==> src/rtl/sat_pkg.sv <==
package sat_pkg;
  typedef enum logic [1:0] {
    OP_ADD   = 2'b00,
    OP_SUB   = 2'b01,
    OP_CLAMP = 2'b10,
    OP_PASS  = 2'b11
  } sat_op_e;

  typedef enum logic [1:0] {
    LM_BYTE = 2'b00,
    LM_HALF = 2'b01,
    LM_WORD = 2'b10,
    LM_ALT  = 2'b11
  } lane_mode_e;
endpackage

==> src/rtl/sat_rst_sync.sv <==
module sat_rst_sync (
  input  logic clk,
  input  logic rst_n,
  output logic rst_q_n
);
  logic [1:0] sync_q;

  always_ff @(posedge clk or negedge rst_n) begin
    if (!rst_n) sync_q <= 2'b00;
    else        sync_q <= {sync_q[0], 1'b1};
  end

  assign rst_q_n = sync_q[1];
endmodule

==> src/rtl/sat_addsub_lane.sv <==
module sat_addsub_lane #(
  parameter int W = 8
) (
  input  logic [W-1:0] a,
  input  logic [W-1:0] b,
  input  logic         sub,
  output logic [W-1:0] y,
  output logic         ovf
);
  localparam logic [W-1:0] MAXV = {1'b0, {(W-1){1'b1}}};
  localparam logic [W-1:0] MINV = {1'b1, {(W-1){1'b0}}};

  logic [W-1:0] raw;
  logic         same_sign;
  logic         sign_flip;

  always_comb begin
    raw       = sub ? (a - b) : (a + b);
    same_sign = (a[W-1] == b[W-1]);
    sign_flip = (raw[W-1] != a[W-1]);
    // add overflows on like signs, subtract on unlike signs
    ovf       = sign_flip & (sub ? ~same_sign : same_sign);
    if (ovf) y = a[W-1] ? MINV : MAXV;
    else     y = raw;
  end
endmodule

==> src/rtl/sat_clamp_lane.sv <==
module sat_clamp_lane #(
  parameter int W   = 8,
  parameter int SHW = 5,
  parameter int WW  = 5
) (
  input  logic [W-1:0]   x,
  input  logic [SHW-1:0] sh,
  input  logic [WW-1:0]  wsel,
  output logic [W-1:0]   y,
  output logic           ovf
);
  localparam logic [WW:0] W_L = (WW+1)'(W);

  logic signed [W-1:0] shifted;
  logic [WW:0]         n_full;
  logic [WW:0]         n_eff;
  logic signed [W:0]   ext;
  logic signed [W:0]   lim;
  logic signed [W:0]   maxv;
  logic signed [W:0]   minv;

  always_comb begin
    shifted = $signed(x) >>> sh;
    n_full  = {1'b0, wsel} + 1'b1;
    n_eff   = (n_full > W_L) ? W_L : n_full;
    ext     = {shifted[W-1], shifted};
    lim     = {{W{1'b0}}, 1'b1} << (n_eff - 1'b1);
    maxv    = lim - 1'b1;
    minv    = -lim;
    ovf     = 1'b0;
    y       = shifted;
    if (ext > maxv) begin
      ovf = 1'b1;
      y   = maxv[W-1:0];
    end else if (ext < minv) begin
      ovf = 1'b1;
      y   = minv[W-1:0];
    end
  end
endmodule

==> src/rtl/sat_lane_bank.sv <==
module sat_lane_bank
  import sat_pkg::*;
#(
  parameter int DW  = 32,
  parameter int LW  = 8,
  parameter int SHW = 5,
  parameter int WW  = 5
) (
  input  logic [DW-1:0]      a,
  input  logic [DW-1:0]      b,
  input  sat_op_e            op,
  input  logic [WW-1:0]      wsel,
  output logic [DW-1:0]      y,
  output logic [DW/LW-1:0]   ovf
);
  localparam int NL = DW / LW;

  logic [SHW-1:0] sh;
  logic           is_sub;
  logic           is_clamp;

  assign sh       = b[SHW-1:0];
  assign is_sub   = (op == OP_SUB);
  assign is_clamp = (op == OP_CLAMP);

  for (genvar i = 0; i < NL; i++) begin : g_lane
    logic [LW-1:0] as_y;
    logic          as_ovf;
    logic [LW-1:0] cl_y;
    logic          cl_ovf;

    sat_addsub_lane #(.W(LW)) u_as (
      .a   (a[i*LW +: LW]),
      .b   (b[i*LW +: LW]),
      .sub (is_sub),
      .y   (as_y),
      .ovf (as_ovf)
    );

    sat_clamp_lane #(.W(LW), .SHW(SHW), .WW(WW)) u_cl (
      .x    (a[i*LW +: LW]),
      .sh   (sh),
      .wsel (wsel),
      .y    (cl_y),
      .ovf  (cl_ovf)
    );

    assign y[i*LW +: LW] = is_clamp ? cl_y : as_y;
    assign ovf[i]        = is_clamp ? cl_ovf : as_ovf;
  end
endmodule

==> src/rtl/packed_sat_alu.sv <==
module packed_sat_alu
  import sat_pkg::*;
#(
  parameter int DATA_W = 32
) (
  input  logic                        clk,
  input  logic                        rst_n,
  input  logic                        in_valid,
  input  logic [DATA_W-1:0]           op_a,
  input  logic [DATA_W-1:0]           op_b,
  input  logic [1:0]                  op_code,
  input  logic [1:0]                  lane_mode,
  input  logic [$clog2(DATA_W)-1:0]   sat_width,
  input  logic                        flag_clr,
  output logic                        out_valid,
  output logic [DATA_W-1:0]           result,
  output logic [DATA_W/8-1:0]         lane_sat,
  output logic                        sat_sticky
);
  localparam int SHW = $clog2(DATA_W);
  localparam int WW  = $clog2(DATA_W);
  localparam int NB  = DATA_W / 8;
  localparam int NH  = DATA_W / 16;
  localparam int BPH = NB / NH;

  sat_op_e    op;
  lane_mode_e mode;
  logic       rst_q_n;

  assign op   = sat_op_e'(op_code);
  assign mode = lane_mode_e'(lane_mode);

  sat_rst_sync u_rst (
    .clk     (clk),
    .rst_n   (rst_n),
    .rst_q_n (rst_q_n)
  );

  logic [DATA_W-1:0] b_y, h_y, w_y;
  logic [NB-1:0]     b_ovf;
  logic [NH-1:0]     h_ovf;
  logic [0:0]        w_ovf;

  sat_lane_bank #(.DW(DATA_W), .LW(8), .SHW(SHW), .WW(WW)) u_byte (
    .a (op_a), .b (op_b), .op (op), .wsel (sat_width), .y (b_y), .ovf (b_ovf)
  );
  sat_lane_bank #(.DW(DATA_W), .LW(16), .SHW(SHW), .WW(WW)) u_half (
    .a (op_a), .b (op_b), .op (op), .wsel (sat_width), .y (h_y), .ovf (h_ovf)
  );
  sat_lane_bank #(.DW(DATA_W), .LW(DATA_W), .SHW(SHW), .WW(WW)) u_word (
    .a (op_a), .b (op_b), .op (op), .wsel (sat_width), .y (w_y), .ovf (w_ovf)
  );

  // flags always reported per byte
  logic [NB-1:0] h_flags;
  for (genvar k = 0; k < NB; k++) begin : g_hflag
    assign h_flags[k] = h_ovf[k / BPH];
  end

  logic [DATA_W-1:0] sel_y;
  logic [NB-1:0]     sel_f;

  always_comb begin
    case (mode)
      LM_BYTE: begin sel_y = b_y; sel_f = b_ovf;          end
      LM_HALF: begin sel_y = h_y; sel_f = h_flags;        end
      default: begin sel_y = w_y; sel_f = {NB{w_ovf[0]}}; end
    endcase
    if (op == OP_PASS) begin
      sel_y = op_a;
      sel_f = '0;
    end
  end

  logic [DATA_W-1:0] res_q, res_d;
  logic [NB-1:0]     flg_q, flg_d;
  logic              vld_q, vld_d;
  logic              st_q, st_d;

  always_comb begin
    res_d = res_q;
    flg_d = flg_q;
    vld_d = in_valid;
    if (in_valid) begin
      res_d = sel_y;
      flg_d = sel_f;
    end
    st_d = (flag_clr ? 1'b0 : st_q) | (in_valid & (|sel_f));
  end

  always_ff @(posedge clk or negedge rst_q_n) begin
    if (!rst_q_n) begin
      res_q <= '0;
      flg_q <= '0;
      vld_q <= 1'b0;
      st_q  <= 1'b0;
    end else begin
      res_q <= res_d;
      flg_q <= flg_d;
      vld_q <= vld_d;
      st_q  <= st_d;
    end
  end

  assign out_valid  = vld_q;
  assign result     = res_q;
  assign lane_sat   = flg_q;
  assign sat_sticky = st_q;
endmodule

==> config.mk <==
export PLATFORM = sky130hd
export DESIGN_NAME = packed_sat_alu
export DESIGN_NICKNAME = d
export VERILOG_FILES = /design/src/rtl/sat_pkg.sv /design/src/rtl/sat_rst_sync.sv /design/src/rtl/sat_addsub_lane.sv /design/src/rtl/sat_clamp_lane.sv /design/src/rtl/sat_lane_bank.sv /design/src/rtl/packed_sat_alu.sv
export SDC_FILE = /design/constraint.sdc
export NUM_CORES = 1
export LEC_CHECK = 0
export BUFFER_PORTS_ARGS = -buffer_cell sky130_fd_sc_hd__buf_4
export CORE_UTILIZATION = 25
export DETAILED_ROUTE_END_ITERATION = 6
export GPL_TIMING_DRIVEN = 0
export PLACE_DENSITY = 0.51
export SLEW_MARGIN = 20
export SYNTH_ARGS = -nofsm -noshare
export SYNTH_HDL_FRONTEND = slang
export SYNTH_SLANG_ARGS = --single-unit
==> constraint.sdc <==
create_clock -name clk -period 2.5 [get_ports clk]
set_input_delay 0.5 -clock clk [delete_from_list [all_inputs] [get_ports clk]]
set_output_delay 0.5 -clock clk [all_outputs]
set_load 0.01 [all_outputs]
Word-level counts from Yosys, hierarchy flattened
Index checks and enable logic that the tools add are counted.
Word-level totals
  output and inout bits: 38
  input port bits: 77
  register bits: 40
  word-level logic and storage cells: 161
Operators by class
  add/sub/neg operators: 24
  shift operators: 10
  equality and inequality tests: 15
  muxes and demuxes: 75
  reduce and logical (&&, ||, !) cells: 2
  bitwise logic cells: 13
  $lt $le $gt $ge: 17
Operators by type and width (count)
  two-way mux 32 bit: 7
  two-way mux 16 bit: 12
  two-way mux 8 bit: 24
  one-hot mux 32 bit (2 select lines): 1
  > comparator 8 x 9 -> 1 bit: 4
  less-than comparator 8 x 9 -> 1 bit: 4
  > comparator 16 x 17 -> 1 bit: 2
  less-than comparator 16 x 17 -> 1 bit: 2
  > comparator 32 x 33 -> 1 bit: 1
  less-than comparator 32 x 33 -> 1 bit: 1
  negator 33 bit: 1
  left shift 1 x 6 -> 33 bit (first input constant): 1
  subtractor 33 x 1 -> 33 bit (second input constant): 1
  adder 16 bit: 2
  adder 32 bit: 1
  adder 8 bit: 4
  >>> shifter 16 x 5 -> 16 bit: 2
  >>> shifter 32 x 5 -> 32 bit: 1
  >>> shifter 8 x 5 -> 8 bit: 4
  subtractor 16 bit: 2
  subtractor 32 bit: 1
  subtractor 8 bit: 4
  two-way mux 1 bit: 26
  two-way mux 6 bit: 3
  22 further kinds: 45

Longest topological paths before layout
Gate-level depths: netlist (run 1).
  depth after elaboration: 15
  mapped depth: 31
  mapped depth without buffers: 27

By module
A second synthesis (run 1) with hierarchy kept.
Unflattened totals
  cells, all modules: 4143
  area, all modules: 31123.6 µm²
Modules (own cells, without submodules)
  sat_clamp_lane at u_half.g_lane[0].u_cl ...: cells each 411, area each 2946.6 µm², sequential area each 0.0 µm², instances 2
  sat_clamp_lane at u_word.g_lane[0].u_cl: cells each 801, area each 5532.8 µm², sequential area each 0.0 µm², instances 1
  sat_addsub_lane at u_half.g_lane[0].u_as ...: cells each 273, area each 1820.5 µm², sequential area each 0.0 µm², instances 2
  sat_clamp_lane at u_byte.g_lane[0].u_cl ...: cells each 210, area each 1561.5 µm², sequential area each 0.0 µm², instances 2
  sat_addsub_lane at u_word.g_lane[0].u_as: cells each 403, area each 2692.6 µm², sequential area each 0.0 µm², instances 1
  sat_addsub_lane at u_byte.g_lane[0].u_as ...: cells each 88, area each 648.1 µm², sequential area each 0.0 µm², instances 4
  packed_sat_alu: cells each 243, area each 2581.2 µm², sequential area each 950.9 µm², instances 1
  sat_clamp_lane at u_byte.g_lane[3].u_cl: cells each 223, area each 1641.6 µm², sequential area each 0.0 µm², instances 1
  sat_clamp_lane at u_byte.g_lane[2].u_cl: cells each 209, area each 1584.0 µm², sequential area each 0.0 µm², instances 1
  sat_lane_bank at u_byte: cells each 42, area each 620.6 µm², sequential area each 0.0 µm², instances 1
  sat_lane_bank at u_half: cells each 40, area each 589.3 µm², sequential area each 0.0 µm², instances 1
  sat_lane_bank at u_word: cells each 39, area each 578.1 µm², sequential area each 0.0 µm², instances 1
  sat_rst_sync: cells each 3, area each 53.8 µm², sequential area each 50.0 µm², instances 1

Least setup slack after synthesis (run 1)
OpenSTA, ideal clock, no wires.
  kind: input port to flip-flop
  start point: input port sat_width[0]
  end point: register res_q[11], in the netlist result[11]
  setup time: 132 ps
  buffers on the path: 5
  data required time: 2368 ps
  path slack: -3772 ps
  data arrival time: 6140 ps
  stages on the path: 28
  cell sequence: ha_1 buf_4 xor2_2 buf_2 nand2_1 ha_1 clkbuf_1 and3b_1 clkbuf_1 or2_1 nor2_2 a21oi_1 a32oi_1 nand2_1 a2111oi_2 xnor2_1 ha_1 a21oi_1 o21ai_0 a2111oi_0 a31oi_1 o31ai_1 nand2_1 inv_1 clkbuf_1 a21boi_0 o311ai_0 a21oi_1
Between the ends
  word-level cells in the longest chain between the ends: 12
  elaborated cells on any way between the ends: 36
  classes of those cells: 10 x add/sub; 9 x order compare; 3 x shift; 14 x mux
Ends and longest elaborated chain
  start: declaration: RTL line packed_sat_alu.sv:13  | input logic [$clog2(DATA_W)-1:0] sat_width,
  adder 5 x 1 -> 6 bit (*): RTL line sat_clamp_lane.sv:24  | n_full = {1'b0, wsel} + 1'b1;
  > comparator 6 bit (tied with other cells): RTL line sat_clamp_lane.sv:25  | n_eff = (n_full > W_L) ? W_L : n_full;
  two-way mux 6 bit: RTL line sat_clamp_lane.sv:25
  subtractor 6 x 1 -> 6 bit: RTL line sat_clamp_lane.sv:27  | lim = {{W{1'b0}}, 1'b1} << (n_eff - 1'b1);
  left shift 1 x 6 -> 33 bit (tied with other cells): RTL line sat_clamp_lane.sv:27
  negator 33 bit (tied with other cells): RTL line sat_clamp_lane.sv:29  | minv = -lim;
  less-than comparator 32 x 33 -> 1 bit (tied with other cells): RTL line sat_clamp_lane.sv:35  | end else if (ext < minv) begin
  two-way mux 32 bit (tied with other cells): RTL line sat_clamp_lane.sv:35
  two-way mux 32 bit (tied with other cells): RTL line sat_clamp_lane.sv:32  | if (ext > maxv) begin
  two-way mux 32 bit (tied with other cells): RTL line sat_lane_bank.sv:48  | assign y[i*LW +: LW] = is_clamp ? cl_y : as_y;
  one-hot mux 32 bit (2 select lines) (*): RTL line packed_sat_alu.sv:64  | case (mode)
  two-way mux 32 bit (*): RTL line packed_sat_alu.sv:69  | if (op == OP_PASS) begin
  end signal: assignment: RTL line packed_sat_alu.sv:98  | res_q <= res_d;
  end: declaration: RTL line packed_sat_alu.sv:75  | logic [DATA_W-1:0] res_q, res_d;
Every way passes the cells marked *; elsewhere a longest branch is shown, timed or not.
A chain may end at the register's enable or synchronous reset.

Worst setup path after layout (run 1)
  start point: input port sat_width[0]
  end point: register res_q[26], in the netlist result[26]
The elaborated chain is that of the path after synthesis.

==> flow_metrics.env, run 1 <==
export IMPL_cts_clk_slew_worst_paths_ns=0.07
export IMPL_rsz0062_at_grt="yes"
export IMPL_period_needed_ns=5.90
export IMPL_hold_slack_ns=0.233
export IMPL_use_met3_pct=5.79
export IMPL_reg2reg_slack_ns=0.51
export IMPL_path_class="primary input to register"
export IMPL_internal_power_mw=5.94
export IMPL_drc_errors=4
export IMPL_drt_iter0_drc=3091
export IMPL_die_area_um2=78900
export IMPL_cp_startpoint="sat_width[0]"
export IMPL_fillers=8153
export IMPL_clk_path_buf_depth=2
export IMPL_crit_path_max_incr_delay_ns=0.50
export IMPL_synth_most_common_cell="ha_1"
export IMPL_rr_endpoint="result[30]"
export IMPL_grt_antenna_before_repair=4
export IMPL_track_usage_pct=29.6
export IMPL_min_period_over_period_pct=236
export IMPL_synth_seq_cells=40
export IMPL_route_detailed_wl_per_inst_um=29.5
export IMPL_ys_types=104
export IMPL_grt_pass1_vias=23400
export IMPL_vias_per_cell=6.19
export IMPL_crit_path_end="result[26]"
export IMPL_cts_max_level=2
export IMPL_netlist_instances=2789
export IMPL_grt_busiest_layer="met2"
export IMPL_fin_nets=3442
export IMPL_place_congestion=1.04
export IMPL_initial_core_util_pct=25.4
export IMPL_slew_headroom_pct=15.4
export IMPL_area_growth_pct=34.8
export IMPL_row_count=101
export IMPL_vias=25400
export IMPL_worst_ep_arrival_time_ns=6.07
export IMPL_hold_viol_final=0
export IMPL_violations="DRC, setup timing"
export IMPL_crit_fanout=7
export IMPL_clock_latency_ns=0.31
export IMPL_comb_power_share_pct=87.2
export IMPL_dpl_cell_count=3932
export IMPL_yosys_area_top_type_share_pct=18.1
export IMPL_synth_area_um2=19400
export IMPL_slowest_stage="or4_4"
export IMPL_grt_max_degree=21
export IMPL_fmax_mhz=170
export IMPL_cts_tree="done"
export IMPL_grt_pass1_wl_um=169000
export IMPL_switching_share_pct=57.1
export IMPL_synthTopCellsByArea="ha_1 18%, o21ai_0 6.3%, a21oi_1 6.2%, dfrtp_1 5.1%, nand2_1 5.1%"
export IMPL_tightest_slew_ns=1.27
export IMPL_yosysWarnings=0
export IMPL_cts_root_buf="clkbuf_16"
export IMPL_cpMostUsedCell="o211ai_1"
export IMPL_p_switching_mw=7.90
export IMPL_rr_startpoint="result[30]"
export IMPL_r2r_cells=6
export IMPL_yosys_top_cells_count="281 x ha_1, 264 x nand2_1, 258 x nor2_1"
export IMPL_hold_class="register to asynchronous set/reset pin"
export IMPL_overflow=0
export IMPL_antenna_left=0
export IMPL_synth_edff_count=0
export IMPL_crit_path_end_kind="register"
export IMPL_cp_top_family="compound AO/OA/AOI/OAI gates"
export IMPL_peakVddDrop_mv=0.238
export IMPL_multiInputGateArea_um2=19900
export IMPL_place_detailed_hpwl_um=95300
export IMPL_design_area_um2=26200
export IMPL_first_pass_iters=7
export IMPL_yosysSeqAreaShare_pct=5.15
export IMPL_met2_usage_pct=45.4
export IMPL_numPortBuffers=102
export IMPL_max_cap_violations=0
export IMPL_p_per_area_nw_per_um2=528
export IMPL_p_clk_share_pct=5.9
export IMPL_status="finished with violations"
export IMPL_grt_use_met1_pct=39.8
export IMPL_die_y_um=281
export IMPL_finalClockSkew_ns=0.0198
export IMPL_path_buf_inv=5
export IMPL_placed_area_um2=22000
export IMPL_p_leak_nw=10.6
export IMPL_setup_violations=37
export IMPL_layout_drive_gt1_share_pct=26.4
export IMPL_synth_top_cell_by_area="ha_1"
export IMPL_seqPwrFrac_pct=6.9
export IMPL_drt_wl_total_um=121000
export IMPL_maxSlewViolCount=0
export IMPL_fin_cells=4113
export IMPL_startpoint_type="primary input"
export IMPL_cp_required_ns=2.68
export IMPL_path_depth=29
export IMPL_ys_flop_type="dfrtp_1"
export IMPL_die_w_um=281
export IMPL_total_power_mw=13.8
export IMPL_cts_sinks=40
export IMPL_core_um2=76500
export IMPL_timing_final_ws_setup_ns=-3.40
export IMPL_synth_async_sr_flop_share_pct=100
export IMPL_cts_buffers_inserted=5
export IMPL_io_pins=115
export IMPL_regArea_um2=1000
export IMPL_synth_avg_cell_area_um2=6.97
## power by group through the flow
stage	sequential, mW	clock, mW	combinational (mW)
2_1_floorplan	0.917	0	5.59
3_3_place_gp	0.970	0	8.98
3_5_place_dp	0.956	0	9.02
4_1_cts	0.947	0.810	11.1
5_1_grt	0.958	0.823	12.6
6_report	0.952	0.816	12.1
## metrics by stage
stage	TNS, ns	setup WS (ns)	utilization [%]
2_1_floorplan	-110.31	-3.06	-
3_3_place_gp	-185.51	-5.38	28.6
3_5_place_dp	-183.37	-5.29	28.7
4_1_cts	-114.61	-3.25	33.1
5_1_grt	-123.02	-3.46	34.3
6_report	-119.64	-3.40	34.3
## placed cells by master (no fill, tap or decap), types with 44 or more instances in the layout
cell      instances
o21ai_0         190
a21oi_1         203
buf_4           256
nand3_1          65
o21ai_1          44
ha_1            268
xor2_1           48
mux2i_1          53
nor3_1           47
inv_1            96
xnor2_1          75
a21o_1           62
nand2_1         251
nor2_1          232
o211ai_1         52
clkbuf_1         67
o21a_1           44
## cells by family after synthesis
| logic type | synth area share [%] |
|---|---|
| AOI/OAI and AO/OA | 34.6 |
| and+or+nand+nor | 21.9 |
| adders and majority gates | 18.8 |
| buffers and inverters | 5.68 |
| xor gates and xnor gates | 6.29 |
| muxes | 7.61 |
| DFF | 5.15 |
| other | 0.0386 |
## layout make-up
class | count | area share (%)
Multi-Input combinational cell | 2479 | 75.9
Timing Repair Buffer | 284 | 9.16
Tap cell | 1030 | 4.92
Buffer | 161 | 3.90
Sequential cell | 40 | 3.82
Inverter | 109 | 1.64
Clock buffer | 5 | 0.477
Clock inverter | 3 | 0.177
Antenna cell | 2 | 0.0191
## registers in the layout (all words and copies together), names as in the netlist
name,count
out_valid,1
lane_sat,4
result,32
sat_sticky,1
u_rst.sync_q,2
## routing by layer
layer | wire [um] | part of all wire [%]
met3 | 12500 | 10
met2 | 51600 | 43
met5 | 28 | 0.023
met4 | 6870 | 5.7
met1 | 50400 | 42
## worst min-delay path by stage
stage,startpoint,end,slack [ns]
6_report,u_rst.sync_q[1],lane_sat[0],0.23
4_1_cts,u_rst.sync_q[1],result[12],0.25
2_1_floorplan,rst_n,u_rst.sync_q[0],0.20
5_1_grt,u_rst.sync_q[1],lane_sat[0],0.28
3_5_place_dp,u_rst.sync_q[1],result[8],0.25
3_3_place_gp,rst_n,u_rst.sync_q[0],0.29
## timing repair
item	CTS	global route
hold buffers	1	0
gates resized for setup	445	126
pin swaps	125	65
hold endpoints to repair	2	0
setup endpoints to repair	37	37
buffers inserted	125	48
cloned	6	0
No activity file was read; power rests on OpenSTA's default activity.
==> run 2: changes to the inputs <==
--- a/config.mk
+++ b/config.mk
@@ -5,11 +5,14 @@
 export SDC_FILE = /design/constraint.sdc
 export NUM_CORES = 1
 export LEC_CHECK = 0
+export ABC_AREA = 1
 export BUFFER_PORTS_ARGS = -buffer_cell sky130_fd_sc_hd__buf_4
+export CELL_PAD_IN_SITES_DETAIL_PLACEMENT = 0
+export CELL_PAD_IN_SITES_GLOBAL_PLACEMENT = 1
 export CORE_UTILIZATION = 25
 export DETAILED_ROUTE_END_ITERATION = 6
 export GPL_TIMING_DRIVEN = 0
-export PLACE_DENSITY = 0.51
+export PLACE_DENSITY = 0.63
 export SLEW_MARGIN = 20
 export SYNTH_ARGS = -nofsm -noshare
 export SYNTH_HDL_FRONTEND = slang
==> run 2 against run 1 <==
- the run ends with setup timing left
- synthesized cell count rose by 25%
- area after synthesis up 1.2%
- cell count increased by 17%
- fmax rose by 8.4%
- critical path type unchanged
==> flow_metrics.env, run 2 <==
export IMPL_status="finished with violations"
export IMPL_violations="setup timing"
export IMPL_path_cells="buf_4, clkbuf_1, nor2_1, clkinv_1, o21ai_0, inv_1, o21ai_0, inv_1, ha_1, nand4_1, nor4_1, nand3_1, nand2_2, clkbuf_16, clkinv_16, buf_12, nand3_2, nand3b_1, nand2_1, nand2_1, nand2_2, nand2_4, nand2_1"
export IMPL_first_pass_iters=6
export IMPL_synth_seq_cells=40
export IMPL_drc_errors=0
export IMPL_placed_area_um2=22100
export IMPL_fin_util_pct=33.9
export IMPL_route_detailed_wl_per_inst_um=24.2
export IMPL_cts_buffers_inserted=5
export IMPL_row_count=102
export IMPL_antenna_left=0
export IMPL_hold_viol_final=0
export IMPL_cts_clk_slew_worst_paths_ns=0.06
export IMPL_comb_power_share_pct=88.0
export IMPL_grt_antenna_before_repair=1
export IMPL_yosysWarnings=0
export IMPL_clk_path_buf_depth=2
export IMPL_r2r_cells=1
export IMPL_finalClockSkew_ns=0.00411
export IMPL_synth_avg_cell_area_um2=5.64
export IMPL_p_clk_share_pct=5.6
export IMPL_peakVddDrop_mv=0.276
export IMPL_total_power_mw=13.5
export IMPL_hold_class="register to asynchronous set/reset pin"
export IMPL_yosys_area_top_type_share_pct=19.3
export IMPL_largest_register_ffs=32
export IMPL_drt_wl_total_um=117000
export IMPL_cp_top_family="simple AND/OR/NAND/NOR gates"
export IMPL_crit_fanout=10
export IMPL_fillers=8744
export IMPL_ys_flop_type="dfrtp_1"
export IMPL_core_um2=77700
export IMPL_place_congestion=1.02
export IMPL_grt_pass1_wl_um=163000
export IMPL_track_usage_pct=28.0
export IMPL_fin_nets=4139
export IMPL_slowest_stage="o21ai_0"
export IMPL_p_per_area_nw_per_um2=510
export IMPL_die_y_um=283
export IMPL_cp_startpoint="op_b[4]"
export IMPL_timing_final_ws_setup_ns=-2.94
export IMPL_cpMostUsedCell="nand2_1"
export IMPL_n_antenna_cell=0
export IMPL_min_period_over_period_pct=218
export IMPL_seqPwrFrac_pct=6.3
export IMPL_max_cap_violations=0
export IMPL_rsz0062_at_grt="yes"
export IMPL_place_detailed_hpwl_um=95800
export IMPL_maxSlewViolCount=0
export IMPL_path_depth=23
export IMPL_synth_top_cell_by_area="nand2_1"
export IMPL_netlist_instances=3490
export IMPL_cp_required_ns=2.73
export IMPL_mostFrequentLayoutCells="870 x nand2_1, 349 x inv_1, 266 x buf_4"
export IMPL_die_w_um=283
export IMPL_synth_async_sr_flop_share_pct=100
export IMPL_layout_commonest_cell="nand2_1"
export IMPL_area_growth_pct=34.0
export IMPL_design_area_um2=26400
export IMPL_initial_core_util_pct=25.3
export IMPL_layout_drive_gt1_share_pct=24.3
export IMPL_hold_slack_ns=0.119
export IMPL_yosys_top_cells_count="1,011 x nand2_1, 390 x inv_1, 325 x o21ai_0"
export IMPL_internal_power_mw=5.39
export IMPL_clock_latency_ns=0.29
export IMPL_io_pins=115
export IMPL_tightest_slew_ns=1.20
export IMPL_vias_per_cell=5.33
export IMPL_yosysSeqAreaShare_pct=5.08
export IMPL_overflow=0
export IMPL_die_area_um2=79900
export IMPL_grt_pass1_vias=23600
export IMPL_synth_most_common_cell="nand2_1"
export IMPL_synth_edff_count=0
export IMPL_setup_violations=37
export IMPL_path_class="primary input to register"
export IMPL_synthTopCellsByArea="nand2_1 19%, ha_1 18%, o21ai_0 8.3%, inv_1 7.4%, a21oi_1 7.1%"
export IMPL_path_buf_inv=8
export IMPL_fmax_mhz=184
export IMPL_cts_max_level=2
export IMPL_synth_area_um2=19700
export IMPL_cts_tree="done"
export IMPL_rr_endpoint="lane_sat[3]"
export IMPL_grt_max_degree=32
export IMPL_p_switching_mw=8.07
export IMPL_switching_share_pct=60.0
export IMPL_startpoint_type="primary input"
export IMPL_pre_cts_ws_ns=-5.02
export IMPL_p_leak_nw=13.1
export IMPL_reg2reg_slack_ns=1.77
export IMPL_numPortBuffers=109
export IMPL_period_needed_ns=5.44
export IMPL_rr_startpoint="lane_sat[3]"
export IMPL_slew_headroom_pct=20.0
export IMPL_drt_iter0_drc=2303
export IMPL_crit_path_max_incr_delay_ns=0.61
export IMPL_crit_path_end_kind="register"
export IMPL_cts_sinks=40
export IMPL_cts_root_buf="clkbuf_16"
export IMPL_vias=25700
export IMPL_worst_ep_arrival_time_ns=5.67
export IMPL_ys_types=68
[run 2: cell types whose count changed after synthesis, moves of 34 or more]
cell      delta
o21a_1      -41
or3_1       -34
mux2i_1     -57
a21oi_1     +40
nor2b_1     -35
xnor2_1     -46
nand2_1    +747
nand2b_1    -38
xor2_1      +46
o21ai_0     +79
a211oi_1    -40
nand3_1    +120
inv_1      +287
a21o_1      -58
[run 2: cell type report]
| cell class | count | area (um^2) | share of cell area, % |
|---|---|---|---|
| Clock buffer | 5 | 125 | 0.474 |
| Buffer | 116 | 764 | 2.90 |
| Clock inverter | 3 | 46.3 | 0.175 |
| Tap cell | 1040 | 1300 | 4.93 |
| Timing Repair Buffer | 275 | 2210 | 8.39 |
| Multi-Input combinational cell | 2924 | 19300 | 73.0 |
| Sequential cell | 40 | 1000 | 3.80 |
| Inverter | 415 | 1670 | 6.34 |
[run 2: worst max path at each step]
stage	end	slack, ns
2_1_floorplan	result[0]	-2.20
3_3_place_gp	result[14]	-5.05
3_5_place_dp	result[14]	-5.02
4_1_cts	result[31]	-2.85
5_1_grt	result[31]	-3.13
6_report	result[31]	-2.94
[run 2: timing repair]
item	CTS	global route
hold endpoints to repair	2	0
endpoints found under the setup margin	37	37
pin swaps	122	138
gates cloned	3	1
buffers inserted	92	69
gates resized for setup	418	332
hold buffers	1	0
[run 2: routing by layer]
layer,track usage [%],vias up,share of wire (%)
met2,45.4,960,45
met1,37.2,12200,44
met4,12.7,0,5.7
met5,0,-,0
li1,-,12300,-
met3,3.05,230,6.1
[run 2: power by group through the flow]
stage          clock (mW)  sequential (mW)  combinational, mW
4_1_cts             0.766            0.855               10.6
3_3_place_gp            0            0.872               9.36
5_1_grt             0.788            0.868               12.8
6_report            0.756            0.853               11.9
2_1_floorplan           0            0.917               5.96
3_5_place_dp            0            0.865               9.39
[run 2: logic make-up (layout without fill, tap and decap cells)]
family	Yosys count	in the layout	share of synthesized area [%]
mux	11	11	0.559
buf+inv	531	814	10.4
compound gates	803	803	22.9
flops	40	40	5.08
fa+ha+maj	285	285	18.3
other cells	2	7	0.0381
simple gates	1683	1683	36.7
xor+xnor	135	135	6.04
[run 2: per-stage QoR]
stage | cells | setup TNS [ns]
2_1_floorplan | 3495 | -78.02
3_3_place_gp | 4644 | -164.11
3_5_place_dp | 4645 | -161.28
4_1_cts | 4749 | -101.24
5_1_grt | 4818 | -109.98
6_report | 4818 | -102.75
